==> src/rtl/wdt_pkg.sv <==
package wdt_pkg;

  // Next counter value: cleared on request, otherwise counts up and
  // saturates at the limit.
  function automatic logic [31:0] wdt_step(input logic [31:0] cur,
                                           input logic        clr,
                                           input logic [31:0] lim);
    if (clr)             return 32'd0;
    else if (cur >= lim) return lim;
    else                 return cur + 32'd1;
  endfunction

  // Timed out once the counter has reached the limit.
  function automatic logic wdt_timed_out(input logic [31:0] cur,
                                         input logic [31:0] lim);
    return cur >= lim;
  endfunction

endpackage

==> src/rtl/wdt_kick_detect.sv <==
module wdt_kick_detect #(
  parameter int SYNC_STAGES = 2
) (
  input  logic clk,
  input  logic rst_n,
  input  logic kick_in,
  output logic restart_evt
);
  // chain[0..SYNC_STAGES-1] form the synchronizer; chain[SYNC_STAGES]
  // holds the previous synchronized value for edge comparison.
  logic [SYNC_STAGES:0] chain;

  always_ff @(posedge clk or negedge rst_n) begin
    if (!rst_n) chain[0] <= 1'b0;
    else        chain[0] <= kick_in;
  end

  for (genvar i = 1; i <= SYNC_STAGES; i++) begin : g_stage
    always_ff @(posedge clk or negedge rst_n) begin
      if (!rst_n) chain[i] <= 1'b0;
      else        chain[i] <= chain[i-1];
    end
  end

  // Any level change, rising or falling.
  assign restart_evt = chain[SYNC_STAGES-1] ^ chain[SYNC_STAGES];

endmodule

==> src/rtl/wdt_timebase.sv <==
module wdt_timebase #(
  parameter int TIMEOUT_CYC = 80_000_000,
  localparam int CNT_W = $clog2(TIMEOUT_CYC + 1)
) (
  input  logic             clk,
  input  logic             rst_n,
  input  logic             clr,
  output logic [CNT_W-1:0] cnt,
  output logic             expired
);
  localparam logic [31:0] LIMIT = 32'(TIMEOUT_CYC);

  logic [CNT_W-1:0] cnt_d;

  always_comb begin
    cnt_d = CNT_W'(wdt_pkg::wdt_step(32'(cnt), clr, LIMIT));
  end

  always_ff @(posedge clk or negedge rst_n) begin
    if (!rst_n) cnt <= '0;
    else        cnt <= cnt_d;
  end

  assign expired = wdt_pkg::wdt_timed_out(32'(cnt), LIMIT);

endmodule

==> src/rtl/wdog_supervisor.sv <==
module wdog_supervisor #(
  parameter int TIMEOUT_CYC = 80_000_000,
  parameter int SYNC_STAGES = 2,
  localparam int CNT_W = $clog2(TIMEOUT_CYC + 1)
) (
  input  logic clk,
  input  logic rst_n,
  input  logic sys_hold,
  input  logic kick_in,
  input  logic kick_float,
  input  logic supply_ok,
  output logic wdog_n
);
  // Named internal events, exposed for the bound checker.
  logic             restart_evt;
  logic             hold_clr;
  logic             timer_clr;
  logic             expired;
  logic [CNT_W-1:0] cnt;

  wdt_kick_detect #(.SYNC_STAGES(SYNC_STAGES)) u_kick (
    .clk         (clk),
    .rst_n       (rst_n),
    .kick_in     (kick_in),
    .restart_evt (restart_evt)
  );

  assign hold_clr  = sys_hold | kick_float;
  assign timer_clr = hold_clr | restart_evt;

  wdt_timebase #(.TIMEOUT_CYC(TIMEOUT_CYC)) u_tb (
    .clk     (clk),
    .rst_n   (rst_n),
    .clr     (timer_clr),
    .cnt     (cnt),
    .expired (expired)
  );

  // Supply loss pulls the alarm without waiting for a clock edge.
  assign wdog_n = supply_ok & ~expired;

endmodule

==> config.mk <==
export PLATFORM = sky130hd
export DESIGN_NAME = wdog_supervisor
export DESIGN_NICKNAME = d
export VERILOG_FILES = /design/src/rtl/wdt_pkg.sv /design/src/rtl/wdt_kick_detect.sv /design/src/rtl/wdt_timebase.sv /design/src/rtl/wdog_supervisor.sv
export SDC_FILE = /design/constraint.sdc
export NUM_CORES = 1
export LEC_CHECK = 0
export BUFFER_PORTS_ARGS = -buffer_cell sky130_fd_sc_hd__buf_2
export CAP_MARGIN = 20
export CORE_MARGIN = 2
export CORE_UTILIZATION = 59
export DETAILED_ROUTE_END_ITERATION = 8
export GPL_TIMING_DRIVEN = 0
export PLACE_DENSITY_LB_ADDON = 0.2
export SETUP_SLACK_MARGIN = 0.4
export SLEW_MARGIN = 20
export SYNTH_ARGS = -nofsm -noshare
export SYNTH_HDL_FRONTEND = slang
export SYNTH_HIERARCHICAL = 1
export SYNTH_SLANG_ARGS = --single-unit
==> constraint.sdc <==
create_clock -name clk -period 2.7 [get_ports clk]
set_input_delay 0.675 -clock clk [delete_from_list [all_inputs] [get_ports clk]]
set_output_delay 0.675 -clock clk [all_outputs]
set_load 0.05 [all_outputs]
==> impl_metrics.ini <==
[critical_path]
crit_required_ns = 2.03
cp_data_arrival_time_ns = 1.82
worstRegToRegCells = 7
end_kind = output port
critPathLaunchType = flip-flop
crit_type = flip-flop to output port
worstPathMaxFanout = 2

[pwr]
ir_drop_mv = 0.407
p_leak_nw = 0.683
p_per_area_nw_per_um2 = 434

[global_routing]
antenna_found_initial = 0
grt_pass1_wl_microns = 5740
grt_pass1_vias = 1276
grt.total_usage_pct = 28.3
overflow = 0
grt_max_degree = 31

[timing]
hold_viol_final = 0
maxSlewHeadroom_pct = 55.9
final.setup_skew_ns = 0.00665
tns_ns = 0
fmax_mhz = 401
rsz0062_at_grt = yes
period_needed_ns = 2.49
worst_pin_slew_ns = 0.662
period_share_pct = 92.3
whs_ns = 0.359
slew_viol_final = 0
setup_violations = 0

[floorplan]
pin_count = 7
core_sq_um = 2450
fp.dieArea_sq_um = 3000
die-width_microns = 54.8
fp.dieH_microns = 54.8
initial_core_util_pct = 62.0
rows = 18

[layout]
nets = 182
drive_gt1_share_pct = 17.7
antenna_cells = 0
synthToLayoutAreaGrowth_pct = 15.5
finalNonFillerCells = 205
final_area_sq_um = 1760
utilization_pct = 71.6

[min_path]
min_path_cells = 0
worst_hold_path_type = flip-flop to flip-flop

[routing]
drt_iter0_drc = 64
wl_per_cell_microns = 17.5
totalWireLength_microns = 3600
first_pass_iters = 4
drc = 0
vias = 1294
ant_nets = 0
drt-vias-per-instance = 6.31

[synth]
syn_inst = 155
netlist-cell-type-count = 32
yosysSeqAreaShare_pct = 49.3
ys.warnings.count = 6
netlist.area_leader.share_pct = 49.3
synth_nets = 163
syn_area_per_cell_sq_um = 9.82
syn_area_sq_um = 1520
yosys-top-cells-area = dfrtp_1 (49%), a21oi_1 (4.3%), xnor2_1 (4.0%)
synth_top_area_cell = dfrtp_1
synth_seq_cells = 30

[outcome]
outcome = finished clean

[cts]
clkTransAtPathRegs_ns = 0.09
cts_buffer_depth = 2
htreeDepth = 2
cts_root_buffer = clkbuf_4
clock_latency_ns = 0.33
cts_buffers = 5
cts_tree = yes
cts_sinks = 30

[placement]
placedCellCount = 191
globalplace.congestion = 0.818
dpl.hpwl_microns = 2180
placed_area_sq_um = 1620
port_buffers = 6

[job]
maxCapViolations = 0
[state kept, by name, summed over array words and instances (netlist names)]
register,count
u_tb/cnt,27
u_kick/chain,3
[layout by cell type, fill, tap and decap left out, drive strengths merged]
cell type / netlist / final
dfrtp: 30 / 30
clkbuf: 3 / 10
o31ai: 6 / 6
xnor2: 7 / 7
nor2b: 1 / 1
nand4bb: 1 / 1
or4: 8 / 8
ha: 2 / 2
buf: 2 / 14
and4: 3 / 3
nor3: 3 / 3
clkinv: 0 / 1
nand3: 8 / 8
or3: 6 / 6
xor2: 7 / 7
nand4: 7 / 7
and2: 1 / 1
o22a: 1 / 1
nand2: 8 / 8
a2111oi: 1 / 1
nor2: 13 / 13
inv: 9 / 9
o31a: 1 / 1
nor4: 2 / 2
o311ai: 1 / 1
o2111a: 1 / 1
o21ai: 5 / 5
a21oi: 13 / 13
and3: 2 / 2
a31oi: 3 / 3
[cell families after synthesis]
logic type	after synthesis	share of synthesized area, %
AO/OA/AOI/OAI	32	13.7
buffers and inverters	14	3.54
XOR/XNOR	14	8.06
flip-flops	30	49.3
AND/OR/NAND/NOR	63	23.8
adder cells (fa/ha/maj)	2	1.64
[cell usage after synthesis (all sizes together)]
library cell / n
and2: 1
inv: 9
o31ai: 6
nor3: 3
nor2b: 1
a31oi: 3
o31a: 1
nor4: 2
dfrtp: 30
and4: 3
a2111oi: 1
or4: 8
ha: 2
xnor2: 7
o311ai: 1
o2111a: 1
nand4bb: 1
nor2: 13
o22a: 1
a21oi: 13
or3: 6
xor2: 7
and3: 2
nand4: 7
nand2: 8
clkbuf: 3
o21ai: 5
nand3: 8
buf: 2
[report_power, final]
part / internal, mW / total [mW] / leakage [nW] / switching, mW
sequential: 0.452 / 0.454 / 0.407 / 0.00230
combinational: 0.00934 / 0.0308 / 0.241 / 0.0215
clock: 0.126 / 0.278 / 0.0353 / 0.152
total: 0.587 / 0.763 / 0.683 / 0.176
[per-stage QoR]
| step | setup WS (ns) | power [mW] |
|---|---|---|
| after CTS | 0.152 | 0.772 |
| after global placement | 0.233 | 0.491 |
| final | 0.208 | 0.763 |
| after detailed placement | 0.203 | 0.492 |
| after floorplan | 0.503 | 0.476 |
| after global routing | 0.136 | 0.797 |
[area by class of cell]
class / count / area (sq um)
Buffer: 5 / 20.0
Clock buffer: 7 / 55.1
Clock inverter: 1 / 5.00
Fill cell: 180 / 698
Inverter: 9 / 33.8
Multi-Input combinational cell: 111 / 766
Sequential cell: 30 / 754
Tap cell: 30 / 37.5
Timing Repair Buffer: 12 / 85.1
[what timing repair did]
action	4_1_cts	5_1_grt
gates resized for setup	4	7
endpoints found under the setup margin	1	11
pin swaps	3	3
gates cloned	0	0
hold buffers	0	0
setup buffers	4	2
[routing by layer]
layer	part of all wire, %	track usage, %	vias to the layer above
met5	0	0	-
met4	1.3	14.6	0
met3	6.6	8.47	6
met2	49	44.4	58
met1	43	34.9	620
li1	-	-	610
[critical path, stage by stage, from the launching register on]
cell       delay (ns)
dfrtp_1          0.40
o2111a_1         0.27
a2111oi_4        0.27
o31a_1           0.22
inv_2            0.06
nor2b_4          0.11
buf_8            0.15
[final timing paths]
check,slack [ns],to,start
setup reg to reg,0.45,u_tb/cnt[23],u_tb/cnt[10]
min in group asynchronous,0.37,u_tb/cnt[23],rst_n
hold reg to reg,0.36,u_kick/chain[1],u_kick/chain[0]
hold / removal,0.36,u_kick/chain[1],u_kick/chain[0]
setup / recovery,0.21,wdog_n,u_tb/cnt[10]
max in group asynchronous,1.87,u_tb/cnt[12],rst_n
Note: power is estimated with default switching activity, not from simulation.
